## src/rtl/nvc_pkg.sv

```systemverilog
package nvc_pkg;
  typedef enum logic [2:0] {
    OP_NONE,
    OP_SET_WEL,
    OP_SET_BOTH,
    OP_COMMIT,
    OP_REFUSE,
    OP_CLR_WEL
  } reg_op_e;

  localparam int CTL_W   = 8;
  localparam int B_LOCK  = 7;
  localparam int B_BP_HI = 4;
  localparam int B_BP_LO = 3;
  localparam int B_ARM   = 2;
  localparam int B_WEL   = 1;
  localparam logic [CTL_W-1:0] NV_MASK = 8'b1111_1001;
endpackage

```

## src/rtl/nvc_bp_decode.sv

```systemverilog
module nvc_bp_decode (
  input  logic [2:0] addr_hi_i,
  input  logic [1:0] bp_i,
  output logic       in_array_o,
  output logic       prot_o
);
  logic [1:0] quarter;
  logic       raw;
  assign quarter = addr_hi_i[1:0];

  always_comb begin
    in_array_o = ~addr_hi_i[2];
    unique case (bp_i)
      2'b00:   raw = 1'b0;
      2'b01:   raw = (quarter == 2'b11);
      2'b10:   raw = quarter[1];
      default: raw = 1'b1;
    endcase
    prot_o = raw & in_array_o;
  end
endmodule

```

## src/rtl/nvc_classify.sv

```systemverilog
module nvc_classify
  import nvc_pkg::*;
(
  input  logic    bit1_i,
  input  logic    bit2_i,
  input  logic    arm_i,
  input  logic    locked_i,
  output reg_op_e op_o,
  output logic    ack_o
);
  always_comb begin
    if (!bit1_i) begin
      op_o  = OP_CLR_WEL;
      ack_o = 1'b0;
    end else if (bit2_i) begin
      op_o  = OP_SET_BOTH;
      ack_o = 1'b1;
    end else if (arm_i) begin
      op_o  = locked_i ? OP_REFUSE : OP_COMMIT;
      ack_o = ~locked_i;
    end else begin
      op_o  = OP_SET_WEL;
      ack_o = 1'b1;
    end
  end
endmodule

```

## src/rtl/nvc_commit_track.sv

```systemverilog
module nvc_commit_track #(
  parameter int         W      = 8,
  parameter logic [W-1:0] NV_RST = '0
) (
  input  logic         clk,
  input  logic         rst,
  input  logic         start_i,
  input  logic [W-1:0] nv_in_i,
  input  logic         done_i,
  output logic         busy_o,
  output logic         req_o,
  output logic [W-1:0] nv_o
);
  logic [W-1:0] nxt_q;

  always_ff @(posedge clk) begin
    if (rst) begin
      busy_o <= 1'b0;
      req_o  <= 1'b0;
      nv_o   <= NV_RST;
      nxt_q  <= NV_RST;
    end else begin
      req_o <= 1'b0;
      if (start_i && !busy_o) begin
        busy_o <= 1'b1;
        req_o  <= 1'b1;
        nxt_q  <= nv_in_i;
      end else if (done_i && busy_o) begin
        busy_o <= 1'b0;
        nv_o   <= nxt_q;
      end
    end
  end


  commit_not_busy_chk: assert property (@(posedge clk) disable iff (rst)
    req_o |-> !$past(busy_o));
endmodule

```

## src/rtl/nvc_guard.sv

```systemverilog
module nvc_guard
  import nvc_pkg::*;
#(
  parameter int               ADDR_W = 16,
  parameter logic [CTL_W-1:0] NV_RST = 8'h00
) (
  input  logic              clk,
  input  logic              rst,
  input  logic              byte_vld_i,
  input  logic              byte_first_i,
  input  logic [ADDR_W-1:0] addr_i,
  input  logic [7:0]        data_i,
  input  logic              stop_i,
  input  logic              wp_i,
  input  logic              nv_done_i,
  output logic              ack_vld_o,
  output logic              ack_o,
  output logic              commit_req_o,
  output logic              busy_o,
  output logic [CTL_W-1:0]  ctl_o
);
  localparam logic [ADDR_W-1:0] REG_ADDR = '1;

  logic             wel_q, arm_q, pend_q;
  reg_op_e          op_q;
  logic [CTL_W-1:0] data_q;
  logic [CTL_W-1:0] nv_q;
  logic             is_reg, in_array, prot, locked, take, ack_d, start;
  reg_op_e          cls_op;
  logic             cls_ack;

  assign is_reg = (addr_i == REG_ADDR);
  assign locked = wp_i & nv_q[B_LOCK];
  assign take   = byte_vld_i & ~busy_o;

  nvc_bp_decode u_bp (
    .addr_hi_i (addr_i[ADDR_W-1 -: 3]),
    .bp_i      (nv_q[B_BP_HI:B_BP_LO]),
    .in_array_o(in_array),
    .prot_o    (prot)
  );

  nvc_classify u_cls (
    .bit1_i  (data_i[1]),
    .bit2_i  (data_i[2]),
    .arm_i   (arm_q),
    .locked_i(locked),
    .op_o    (cls_op),
    .ack_o   (cls_ack)
  );

  assign ack_d = take & (is_reg ? (byte_first_i & cls_ack)
                                : (in_array & wel_q & ~prot));
  assign start = stop_i & pend_q & ~busy_o & (op_q == OP_COMMIT);

  nvc_commit_track #(.W(CTL_W), .NV_RST(NV_RST)) u_trk (
    .clk    (clk),
    .rst    (rst),
    .start_i(start),
    .nv_in_i(data_q & NV_MASK),
    .done_i (nv_done_i),
    .busy_o (busy_o),
    .req_o  (commit_req_o),
    .nv_o   (nv_q)
  );

  always_ff @(posedge clk) begin
    if (rst) begin
      wel_q     <= 1'b0;
      arm_q     <= 1'b0;
      pend_q    <= 1'b0;
      op_q      <= OP_NONE;
      data_q    <= '0;
      ack_q_clr();
    end else begin
      ack_vld_o <= byte_vld_i;
      ack_o     <= ack_d;
      if (take) begin
        if (is_reg && byte_first_i) begin
          pend_q <= 1'b1;
          op_q   <= cls_op;
          data_q <= data_i;
        end else if (in_array && wel_q && prot) begin
          arm_q <= 1'b0;
        end
      end
      if (stop_i) begin
        pend_q <= 1'b0;
        if (pend_q && !busy_o) begin
          unique case (op_q)
            OP_SET_WEL:  wel_q <= 1'b1;
            OP_SET_BOTH: begin wel_q <= 1'b1; arm_q <= 1'b1; end
            OP_COMMIT,
            OP_REFUSE:   arm_q <= 1'b0;
            OP_CLR_WEL:  begin wel_q <= 1'b0; arm_q <= 1'b0; end
            default:     ;
          endcase
        end
      end
    end
  end

  task automatic ack_q_clr();
    ack_vld_o <= 1'b0;
    ack_o     <= 1'b0;
  endtask

  always_comb begin
    ctl_o        = nv_q & NV_MASK;
    ctl_o[B_ARM] = arm_q;
    ctl_o[B_WEL] = wel_q;
  end


  busy_nack_chk: assert property (@(posedge clk) disable iff (rst)
    (byte_vld_i && busy_o) |=> !ack_o);

  wel_gate_chk: assert property (@(posedge clk) disable iff (rst)
    (byte_vld_i && !wel_q && in_array) |=> !ack_o);

  bp_prot_chk: assert property (@(posedge clk) disable iff (rst)
    (byte_vld_i && prot) |=> !ack_o);

  arm_needs_wel_chk: assert property (@(posedge clk) disable iff (rst)
    arm_q |-> wel_q);
endmodule

```

## config.mk

```make
export PLATFORM = sky130hd
export DESIGN_NAME = nvc_guard
export DESIGN_NICKNAME = d
export VERILOG_FILES = /design/src/rtl/nvc_pkg.sv /design/src/rtl/nvc_bp_decode.sv /design/src/rtl/nvc_classify.sv /design/src/rtl/nvc_commit_track.sv /design/src/rtl/nvc_guard.sv
export SDC_FILE = /design/constraint.sdc
export NUM_CORES = 1
export LEC_CHECK = 0
export CORE_UTILIZATION = 50
export DETAILED_ROUTE_END_ITERATION = 8
export PLACE_DENSITY = 0.84
export SYNTH_ARGS = -nofsm -noshare
export SYNTH_HDL_FRONTEND = slang
export SYNTH_HIERARCHICAL = 1
export SYNTH_SLANG_ARGS = --single-unit
```

## constraint.sdc

```tcl
create_clock -name clk -period 4.6 [get_ports clk]
set_clock_uncertainty 0.05 [all_clocks]
set_input_delay 0.92 -clock clk [delete_from_list [all_inputs] [get_ports clk]]
set_output_delay 0.92 -clock clk [all_outputs]
set_load 0.005 [all_outputs]
```

Word level (Yosys, flattened, before mapping)
Cells that the tools add are included.
W data, S select, Z words.
- bits of input ports: 31
- logic and storage cells: 70
- output and inout bits: 12
- flip-flop bits (word level): 30
- bitwise gates (word level): 15
- multiplexer cells: 19
- eq/ne operators: 9
- reductions and logical operators: 16
- operators with widths (kind ; number):
    $eq A16 B16 Y1 const B ; 1
    $mux W1 ; 12
    $mux W3 ; 4
    $and A1 B1 Y1 ; 10
    $eq A3 B2 Y1 const B ; 2
    $eq A3 B3 Y1 const B ; 2
    $logic_and A1 B1 Y1 ; 6
    $not A1 Y1 ; 5
    $eq A2 B2 Y1 const B ; 2
    $pmux W1 S2 ; 2
    $reduce_and A2 Y1 ; 2
    $reduce_bool A2 Y1 ; 2
    $reduce_or A2 Y1 ; 2
    $eq A3 B1 Y1 const B ; 1
    $pmux W1 S3 ; 1
    $reduce_and A3 Y1 ; 1
    $reduce_or A3 Y1 ; 1
    $eq A2 B1 Y1 const B ; 1
    $logic_not A2 Y1 ; 1
    $logic_not A1 Y1 ; 1

Longest topological paths before layout
- depth in word-level cells: 10
- depth in mapped cells: 5
- mapped depth without buffers: 5

Cells and area by module
Netlist, hierarchy kept.
- modules (own cells, without submodules) (module ; area an instance (um2) ; times used ; cells each ; sequential area each (um2)):
    nvc_commit_track ; 728.2 ; 1 ; 67 ; 360.3
    nvc_guard ; 694.4 ; 1 ; 83 ; 280.3
    nvc_classify ; 42.5 ; 1 ; 7 ; 0.0
    nvc_bp_decode ; 18.8 ; 1 ; 4 ; 0.0

Worst setup path after synthesis
No wires, ideal clock.
- path type: input to register
- start: input port addr_i[15]
- end: register data_q[0]
- arrival time: 1.887 ns
- buffers on the path: 1
- required time: 4.418 ns
- slack: 2.531 ns
- library setup time: 0.132 ns
- cell stages on the path: 5
- cell sequence: nand4_1 -> or4_1 -> buf_4 -> o21ai_1 -> a21oi_1
- longest elaborated chain between the ends: 3
- ends and longest elaborated chain (element ; RTL line ; text):
    start: declaration ; nvc_guard.sv:11 ; input logic [ADDR_W-1:0] addr_i,
    $eq A16 B16 Y1 ; nvc_guard.sv:32 ; assign is_reg = (addr_i == REG_ADDR);
    $logic_and A1 B1 Y1 ; nvc_guard.sv:79 ; if (is_reg && byte_first_i) begin
    $reduce_and A2 Y1 (no source line) ; - ;
    end signal: assignment ; nvc_guard.sv:82 ; data_q <= data_i;
    end: declaration ; nvc_guard.sv:26 ; logic [CTL_W-1:0] data_q;
No other way between the ends.
A chain may end at the register's enable or synchronous reset.

Worst setup path after layout
- start: register u_trk.busy_o
- end: output port busy_o
- RTL lines (element ; RTL line ; text):
    start: declaration ; nvc_commit_track.sv:10 ; output logic busy_o,
    start signal: assignment ; nvc_commit_track.sv:18 ; busy_o <= 1'b0;
    start signal: assignment ; nvc_commit_track.sv:25 ; busy_o <= 1'b1;
    start signal: assignment ; nvc_commit_track.sv:29 ; busy_o <= 1'b0;
    end: declaration ; nvc_guard.sv:19 ; output logic busy_o,
No word-level cell between the ends.

==> impl_metrics.py <==
metrics = {
    "clock_network": {
        "cts_root_buffer": "clkbuf_4",
        "cts_tree": "done",
        "hold_buffers": 0,
        "clock_latency_ns": 0.33,
        "cts.repair.resized": 0,
        "clk_pin_slew_ns": 0.15,
        "cts_buffers": 3,
        "cts_sinks": 28,
        "cts_htree_levels": 1,
        "cts_setup_buffers": 0,
        "clock_path_buffers": 2,
    },
    "pwr": {
        "vdd_drop_max_mv": 0.195,
        "p_leak_nw": 0.606,
        "powerDensity_nw_per_um2": 251,
    },
    "sta": {
        "setup_viol": 0,
        "tns_ns": 0,
        "max_slew_margin_pct": 35.0,
        "hold_viol_final": 0,
        "worst_slack_ns": 1.95,
        "slew_violations": 0,
        "tightest_slew_ns": 0.972,
        "period_needed_ns": 2.65,
        "fmax_mhz": 378,
        "rsz0062_at_grt": "no",
        "finalCritPeriodShare_pct": 57.5,
    },
    "synth": {
        "ys_warn_count": 6,
        "synth_area_sq_um": 1320,
        "syn_nets": 177,
        "syn_area_per_cell_sq_um": 9.06,
        "synthCells": 146,
    },
    "critical_path": {
        "end_kind": "output port",
        "cp_max_fo": 16,
        "crit_family": "flip-flops",
        "slowest_stage": "dfxtp_1",
        "cp-start-kind": "flop",
        "path_buf_inv": 1,
        "cp_slowest_stage_delay_ns": 0.72,
        "required_ns": 3.63,
        "worstSetupPathType": "flop to output port",
        "cp_cell_sequence": "clkdlybuf4s50_1",
        "cp.arrival_ns": 1.68,
    },
    "cells_and_area": {
        "diodes": 0,
        "drive_above_1_share_pct": 5.41,
        "syn_to_final_growth_pct": 35.7,
        "final_cell_mix": "clkdlybuf4s50_1, dfxtp_1, a21oi_1, nand2b_1, nand3_1",
        "final_common_cell": "clkdlybuf4s50_1",
        "nets": 217,
        "fin_util_pct": 72.4,
    },
    "place": {
        "dp_slack_ns": 1.80,
        "dp_hpwl_mm": 2.33,
        "io_buffers": 42,
        "gp_congestion": 0.817,
    },
    "drt": {
        "routedWlPerCell_um": 14.6,
        "first_iter_violations": 26,
        "routed_via_density": 5.80,
        "vias": 1246,
        "routed_wl_mm": 3.13,
        "drt.antenna.violating_nets": 0,
        "drc_errors": 0,
        "firstDrtPassIters": 5,
    },
    "grt": {
        "grtUsageTotal_pct": 22.5,
        "grt_pass1_wl_mm": 4.66,
        "grt_max_degree": 35,
        "grt.overflow.total": 0,
        "antenna_found_initial": 0,
        "grt_pass1_vias": 1101,
    },
    "floorplanning": {
        "fp.dieW_um": 53.4,
        "core_sq_um": 2480,
        "die_area_sq_um": 2850,
        "initial_core_util_pct": 53.4,
        "die_y_um": 53.4,
        "io_pins": 43,
        "rows": 18,
    },
    "worst_hold_path": {
        "hp-class": "flop to flop",
    },
    "run": {
        "maxCapViolCount": 0,
    },
    "run_status": {
        "status": "finished, final reports clean",
    },
}
-- stage by stage --
stage	instances	total power [mW]	cell area (sq um)	hold slack (ns)
floorplan	146	0.259	1320	0.403
global placement	211	0.291	1740	0.410
detailed placement	211	0.292	1740	0.425
CTS	215	0.451	1790	0.444
global route	215	0.460	1790	0.457
finish	215	0.450	1790	0.440
-- sequential cells by signal (all words and copies together), names as in the netlist --
| register | cells |
|---|---|
| u_trk/nv_o | 6 |
| wel_q | 1 |
| arm_q | 1 |
| op_q | 3 |
| u_trk/nxt_q | 6 |
| pend_q | 1 |
| ack_vld_o | 1 |
| u_trk/busy_o | 1 |
| ack_o | 1 |
| data_q | 6 |
| u_trk/req_o | 1 |
-- final cells by class --
type	instances	area (sq um)
Sequential cell	28	561
Timing Repair Buffer	43	428
Clock inverter	1	30.0
Clock buffer	3	22.5
Tap cell	30	37.5
Multi-Input combinational cell	107	704
Inverter	3	11.3
Fill cell	198	683
-- worst paths after layout --
kind	to	slack, ns	from	depth (start not counted)
max	busy_o	1.95	u_trk/busy_o	1
min	u_trk/nv_o[0]	0.44	u_trk/nv_o[0]	2
max reg2reg	u_trk/req_o	2.77	u_trk/busy_o	4
min reg2reg	u_trk/nv_o[0]	0.44	u_trk/nv_o[0]	2
-- per-layer routing --
layer	vias to the layer above	global-route usage, %	wire (um)
li1	617	-	-
met5	-	0	0
met3	4	4.89	245
met2	46	38.5	1510
met4	0	7.02	34
met1	579	27.6	1340
-- power by group --
part	total, mW	internal [mW]	switching [mW]
logic	0.0445	0.0283	0.0162
registers	0.243	0.243	0.000147
clock network	0.162	0.0882	0.0736
total	0.450	0.360	0.0899
Power figures use the tool's default switching activity.
